**config.mk**
```make
export PLATFORM = sky130hd
export DESIGN_NAME = ctl_pickup_tracker
export DESIGN_NICKNAME = d
export VERILOG_FILES = /design/src/rtl/pickup_pkg.sv /design/src/rtl/pickup_sat_add.sv /design/src/rtl/pickup_step.sv /design/src/rtl/pickup_slot.sv /design/src/rtl/ctl_pickup_tracker.sv
export SDC_FILE = /design/constraint.sdc
export NUM_CORES = 1
export LEC_CHECK = 0
export ABC_AREA = 1
export BUFFER_PORTS_ARGS = -buffer_cell sky130_fd_sc_hd__clkbuf_2
export CAP_MARGIN = 20
export CORE_MARGIN = 2
export CORE_UTILIZATION = 35
export DETAILED_ROUTE_END_ITERATION = 8
export PLACE_DENSITY = 0.6
export SYNTH_ARGS = -nofsm -noshare
export SYNTH_HDL_FRONTEND = slang
export SYNTH_SLANG_ARGS = --single-unit
```
**constraint.sdc**
```tcl
create_clock -name clk -period 3.33 [get_ports clk]
set_input_delay 0.333 -clock clk [delete_from_list [all_inputs] [get_ports clk]]
set_output_delay 0.333 -clock clk [all_outputs]
set_load 0.02 [all_outputs]
```
**src/rtl/pickup_pkg.sv**
```systemverilog
// Shared types for the control pickup tracker.
// Assumes 8-bit readings and parameters throughout.
package pickup_pkg;
    localparam int VAL_W = 8;

    // One channel's complete tracking state
    typedef struct packed {
        logic             lim;    // end of travel seen since load
        logic             absm;   // reading drives parameter directly
        logic             moved;  // control left the dead band
        logic [VAL_W-1:0] last;   // last accepted reading (baseline)
        logic [VAL_W-1:0] param;  // stored parameter
    } ch_state_t;
endpackage

```
**src/rtl/pickup_sat_add.sv**
```systemverilog
// Adds a signed delta to an unsigned value and clamps the result
// to the unsigned range 0 .. 2**W-1. Purely combinational.
module pickup_sat_add #(
    parameter int W = 8
) (
    input  logic [W-1:0] base_val,
    input  logic [W-1:0] delta,     // two's complement
    output logic [W-1:0] sum_val
);
    localparam int SW = W + 2;

    logic [SW-1:0] wide;

    // Sign-extend, add, then clamp on underflow or overflow
    always_comb begin
        wide = {2'b00, base_val} + {{2{delta[W-1]}}, delta};
        if (wide[SW-1])
            sum_val = '0;
        else if (wide[W])
            sum_val = '1;
        else
            sum_val = wide[W-1:0];
    end
endmodule

```
**src/rtl/pickup_step.sv**
```systemverilog
// Next-state function of one channel for one accepted reading.
// Handles absolute copy, limit detection, pickup into absolute mode,
// dead band and saturating relative update. Combinational only.
module pickup_step
    import pickup_pkg::*;
#(
    parameter int DEADBAND = 2,
    parameter int EDGE_GAP = 2
) (
    input  ch_state_t        cur,
    input  logic [VAL_W-1:0] rd,
    output ch_state_t        nxt
);
    localparam logic [VAL_W-1:0] FULL  = {VAL_W{1'b1}};
    localparam logic [VAL_W-1:0] MID_L = VAL_W'(EDGE_GAP);
    localparam logic [VAL_W-1:0] MID_H = FULL - VAL_W'(EDGE_GAP);
    localparam logic [VAL_W-1:0] DBAND = VAL_W'(DEADBAND);

    logic             at_end;
    logic             in_mid;
    logic [VAL_W-1:0] delta;
    logic [VAL_W-1:0] mag;
    logic [VAL_W-1:0] rel_sum;

    // Classify the reading and measure its change from the baseline
    always_comb begin
        at_end = (rd == '0) || (rd == FULL);
        in_mid = (rd >= MID_L) && (rd <= MID_H);
        delta  = rd - cur.last;
        mag    = delta[VAL_W-1] ? (~delta + 1'b1) : delta;
    end

    pickup_sat_add #(.W(VAL_W)) u_sat (
        .base_val (cur.param),
        .delta    (delta),
        .sum_val  (rel_sum)
    );

    // Choose between absolute copy, pickup and relative update
    always_comb begin
        nxt = cur;
        if (cur.absm) begin
            nxt.param = rd;
        end else if (cur.lim && in_mid) begin
            nxt.absm  = 1'b1;
            nxt.param = rd;
        end else begin
            if (!cur.lim && at_end)
                nxt.lim = 1'b1;
            if (cur.moved || (mag > DBAND)) begin
                nxt.moved = 1'b1;
                nxt.param = rel_sum;
                nxt.last  = rd;
            end
        end
    end
endmodule

```
**src/rtl/pickup_slot.sv**
```systemverilog
// State register of one channel. Priority: load, then the reading
// (evaluated in the old mode), then manual forcing absolute mode.
module pickup_slot
    import pickup_pkg::*;
#(
    parameter int DEADBAND = 2,
    parameter int EDGE_GAP = 2
) (
    input  logic             clk,
    input  logic             rst_n,
    input  logic             hit,
    input  logic [VAL_W-1:0] rd,
    input  logic             load_go,
    input  logic [VAL_W-1:0] ld_param,
    input  logic [VAL_W-1:0] ld_base,
    input  logic             manual_go,
    output ch_state_t        st
);
    ch_state_t stepped;
    ch_state_t merged;

    pickup_step #(.DEADBAND(DEADBAND), .EDGE_GAP(EDGE_GAP)) u_step (
        .cur (st),
        .rd  (rd),
        .nxt (stepped)
    );

    // Combine the reading result with the manual command
    always_comb begin
        merged = hit ? stepped : st;
        if (manual_go)
            merged.absm = 1'b1;
    end

    // Hold the channel state; load overrides everything
    always_ff @(posedge clk) begin
        if (!rst_n) begin
            st <= '0;
        end else if (load_go) begin
            st <= '{lim: 1'b0, absm: 1'b0, moved: 1'b0,
                    last: ld_base, param: ld_param};
        end else begin
            st <= merged;
        end
    end
endmodule

```
**src/rtl/ctl_pickup_tracker.sv**
```systemverilog
// Top of the control pickup tracker: decodes the reading index to a
// channel, holds one state slot per channel and flattens the results.
// Assumes at most one reading per cycle; out-of-range indices hit nothing.
module ctl_pickup_tracker
    import pickup_pkg::*;
#(
    parameter int NCH      = 14,
    parameter int DEADBAND = 2,
    parameter int EDGE_GAP = 2,
    localparam int W       = VAL_W,
    localparam int CW      = $clog2(NCH)
) (
    input  logic             clk,
    input  logic             rst_n,
    input  logic             rd_valid,
    input  logic [CW-1:0]    rd_chan,
    input  logic [W-1:0]     rd_value,
    input  logic             load_go,
    input  logic [NCH*W-1:0] load_param,
    input  logic [NCH*W-1:0] load_base,
    input  logic             manual_go,
    output logic [NCH*W-1:0] param_out,
    output logic [NCH-1:0]   limit_flags,
    output logic [NCH-1:0]   abs_flags,
    output logic [NCH-1:0]   moved_flags
);
    ch_state_t slot_st [NCH];
    logic [NCH-1:0] hit;

    for (genvar k = 0; k < NCH; k++) begin : g_ch
        // Route the strobe only to the addressed channel
        assign hit[k] = rd_valid && (rd_chan == CW'(k));

        pickup_slot #(.DEADBAND(DEADBAND), .EDGE_GAP(EDGE_GAP)) u_slot (
            .clk       (clk),
            .rst_n     (rst_n),
            .hit       (hit[k]),
            .rd        (rd_value),
            .load_go   (load_go),
            .ld_param  (load_param[k*W +: W]),
            .ld_base   (load_base[k*W +: W]),
            .manual_go (manual_go),
            .st        (slot_st[k])
        );

        // Flatten the slot state onto the output buses
        assign param_out[k*W +: W] = slot_st[k].param;
        assign limit_flags[k]      = slot_st[k].lim;
        assign abs_flags[k]        = slot_st[k].absm;
        assign moved_flags[k]      = slot_st[k].moved;
    end
endmodule

```
==> results.md <==
* Status: completed
* Period utilisation layout at 0.920
* DIE AREA at 83,800 sq um
* Starting Density at 0.354
* Post-Synthesis Cells at 4,758
* Number of flops mapped to enable cells by yosys at 0
* Clk_skew at 29.4 ps
* Final Instance Area at 34,800 sq um
* Max IR drop VDD at 0.331 mV
* Ratio of cells with drive above 1 in the final layout at 0.187
* Top reg by flops: g_ch.u_slot.st
* Async S/R FF share, synth at 0
* Layout Utilization at 0.432
* Gpl congestion at between 0.9 and 1
* Area Growth Syn to Fin at 21.9%
* DRC violations left at 0
* Antenna violations before repair at 4
* Vias in the first global route at 29,318
* CP required at 3830 ps
* Max-cap violations at 0
* Total global routing overflow at 0
* HP Class: input pin to register
* Clock Root Buffer: clkbuf_16
* Pin count of the biggest net entering global routing at 116
* Routed wire length at approximately 110,000 um
* CP arrival at roughly 3600 ps
* Htree depth at 2
* Kind of critical path: register to register
* Syn Area/Cell at roughly 6.0 sq um
* Core area at 80,500 sq um
* Clk Latency, worst-skew pair at just under 600 ps
* Clk buf depth at 3
* Post-layout net count at 5,814
* First-pass GRT wire length at 164,000 um
* Iteration count of the initial detailed-routing pass at 6
* ANT nets after route at 0
* Hold slack at roughly 31 ps
* Pins Over Slew Limit at 0
* Pleak at around 19 nW
* Vias per cell at 4.91
* IO Pins at between 300 and 400
* Critical Path End Type: register
* Final setup vio count at 0
* Relative slew margins at 0.292
* Biggest regs: g_ch.u_slot.st x266
* Main synth FF type: dfxtp_1
* Total track usage at 0.253
* Die Wd at 289 um
* Synth warn at 0
* Shortest period the worst path allows at 3060 ps
* Die height at 289 um
* Via count at 31,431
* Tot Pwr at about 16 mW
* Initial DRC Count at 1,995
* Setup Buffers After CTS at 0
* R2R Setup Slk at 270 ps
* Max Clk Rate at 326 MHz
* TritonCTS clock tree: built
* Dpl cell area at 33,300 sq um
* Tightest Pin Transition at 1050 ps
* Fill count at 8,710
* Num CTS Buffers at 38
* Setup slack after layout at between 200 and 300 ps
* RSZ-0062 raised after global routing: no
* Dpl ws at -175 ps
* Synthesized area at about 29,000 sq um
* Avg WL per Cell at 16.8 um
* Dpl hpwl at approximately 83,000 um
* Clk sink count at ~270
* Site row count at 104
* Number of port buffers at 394
* PwrDens at 458 nW/um^2
* #FFs+latches synth at 266
* Sequential fraction of the synthesis area at 0.187
* Worst setup SP type: register
* Syn_nets at 5,265
* Worst-path clk slew at around 60 ps
* Largest fanout on the critical path at 8
* Max FFs per register at approximately 270
* Hold Vio Cnt, Final at 0
* Yosys cell types at 52
==> cell usage after synthesis (7+ instances only) <==
| master | instances | area (sq um) |
|---|---|---|
| nor3_1 | 12 | 60.1 |
| buf_2 | 13 | 65.1 |
| nand3_1 | 447 | 2240 |
| o21ai_1 | 11 | 55.1 |
| buf_4 | 161 | 1210 |
| nor2_1 | 484 | 1820 |
| a21boi_0 | 32 | 240 |
| a21oi_1 | 326 | 1630 |
| nand2_4 | 7 | 78.8 |
| a21o_1 | 12 | 90.1 |
| clkbuf_1 | 73 | 274 |
| xor2_2 | 8 | 130 |
| nand2_2 | 46 | 288 |
| inv_1 | 637 | 2390 |
| o21bai_1 | 12 | 90.1 |
| nand3_2 | 15 | 150 |
| nand4_1 | 105 | 657 |
| buf_1 | 14 | 52.6 |
| xor2_1 | 65 | 569 |
| o21ai_0 | 148 | 741 |
| dfxtp_1 | 266 | 5330 |
| ha_1 | 238 | 2980 |
| a31oi_1 | 34 | 213 |
| xnor2_1 | 47 | 412 |
| nand2_1 | 1382 | 5190 |
| fa_1 | 28 | 561 |
| mux2i_1 | 16 | 160 |
| nand3b_1 | 31 | 233 |
| inv_2 | 28 | 105 |
==> cell type report <==
class / count / area [sq um] / share of cell area
multi-input combinational: 3551 / 19100 / 0.550
sequential: 266 / 5330 / 0.153
clock buffer: 52 / 1090 / 0.0315
tap: 1060 / 1330 / 0.0382
timing repair buffer: 777 / 5130 / 0.148
clock inverter: 17 / 241 / 0.00695
antenna: 1 / 2.50 / 0.0000720
inverter: 673 / 2540 / 0.0730
==> path summary, 6_finish.rpt <==
kind	start	endpoint	depth (start not counted)
min reg2reg	g_ch[7].u_slot.st[16]	g_ch[7].u_slot.st[16]	2
max reg2reg	g_ch[2].u_slot.st[8]	g_ch[2].u_slot.st[5]	21
min	load_param[50]	g_ch[6].u_slot.st[2]	3
max	g_ch[2].u_slot.st[8]	g_ch[2].u_slot.st[5]	21
==> routing by layer <==
layer,up-vias,part of all wire,global-route usage,wire length (um)
met3,135,0.068,0.0402,7270
li1,16202,-,-,-
met4,4,0.026,0.0727,2820
met5,-,0.00024,0,26
met2,876,0.45,0.421,48700
met1,14214,0.45,0.335,48700
==> per-stage QoR <==
stage | instances | TNS (ps)
after floorplan | 4758 | 0
after global placement | 6326 | -4350
after detailed placement | 6326 | -7440
after CTS | 6396 | 0
after global routing | 6396 | 0
final | 6397 | 0
==> power by group <==
| part | internal [mW] | switching [mW] |
|---|---|---|
| logic | 3.33 | 4.55 |
| clock network | 2.70 | 1.75 |
| registers | 3.41 | 0.199 |
==> timing repair <==
item,4_1_cts,5_1_grt
endpoints found under the setup margin,0,51
hold buffers,1,0
endpoints found under the hold margin,1,0
resized for setup,0,24
==> cells by family (layout without fill, tap and decap cells) <==
kind of cell / after synthesis / count (layout) / synth area share
XOR/XNOR: 120 / 120 / 0.0390
adder cells (fa/ha/maj): 266 / 266 / 0.124
AND/OR/NAND/NOR: 2553 / 2553 / 0.384
flip-flops: 266 / 266 / 0.187
other: 0 / 1 / 0
AO/OA/AOI/OAI: 596 / 596 / 0.113
multiplexers: 16 / 16 / 0.00562
buffers and inverters: 941 / 1519 / 0.148
==> cells in the final DEF (no fill, tap or decap), types with 7 or more instances in the layout <==
cell          n
a21boi_0     32
a21o_1       12
a21oi_1     318
a21oi_2      10
a31oi_1      34
buf_12       21
buf_4       361
clkbuf_16    38
clkbuf_2    390
clkbuf_8      9
dfxtp_1     266
fa_1         26
ha_1        236
inv_1       635
inv_2        28
mux2i_1      16
nand2_1    1379
nand2_2      49
nand2_4       7
nand3_1     446
nand3_2      16
nand3b_1     31
nand4_1     105
nor2_1      483
nor3_1       12
o21ai_0     145
o21ai_1      12
o21bai_1     12
xnor2_1      44
xor2_1       63
xor2_2       10
==> worst max-delay path, cell delays in order (launching register included) <==
cell and delay [ps]:
dfxtp_1 370, ha_1 160, inv_1 60, fa_1 370, nand3_1 80, nand3_1 80, xnor2_1 220, inv_1 90
ha_1 330, nand2_1 90, a21oi_1 60, nor2_1 80, nand2_1 90, a21oi_2 140, inv_1 50, nand2_1 50
nand2_1 70, nor2_4 200, nand3_1 130, a21oi_2 140, nor2_1 50, nor2_1 70
(Power assumes the default switching activity.)
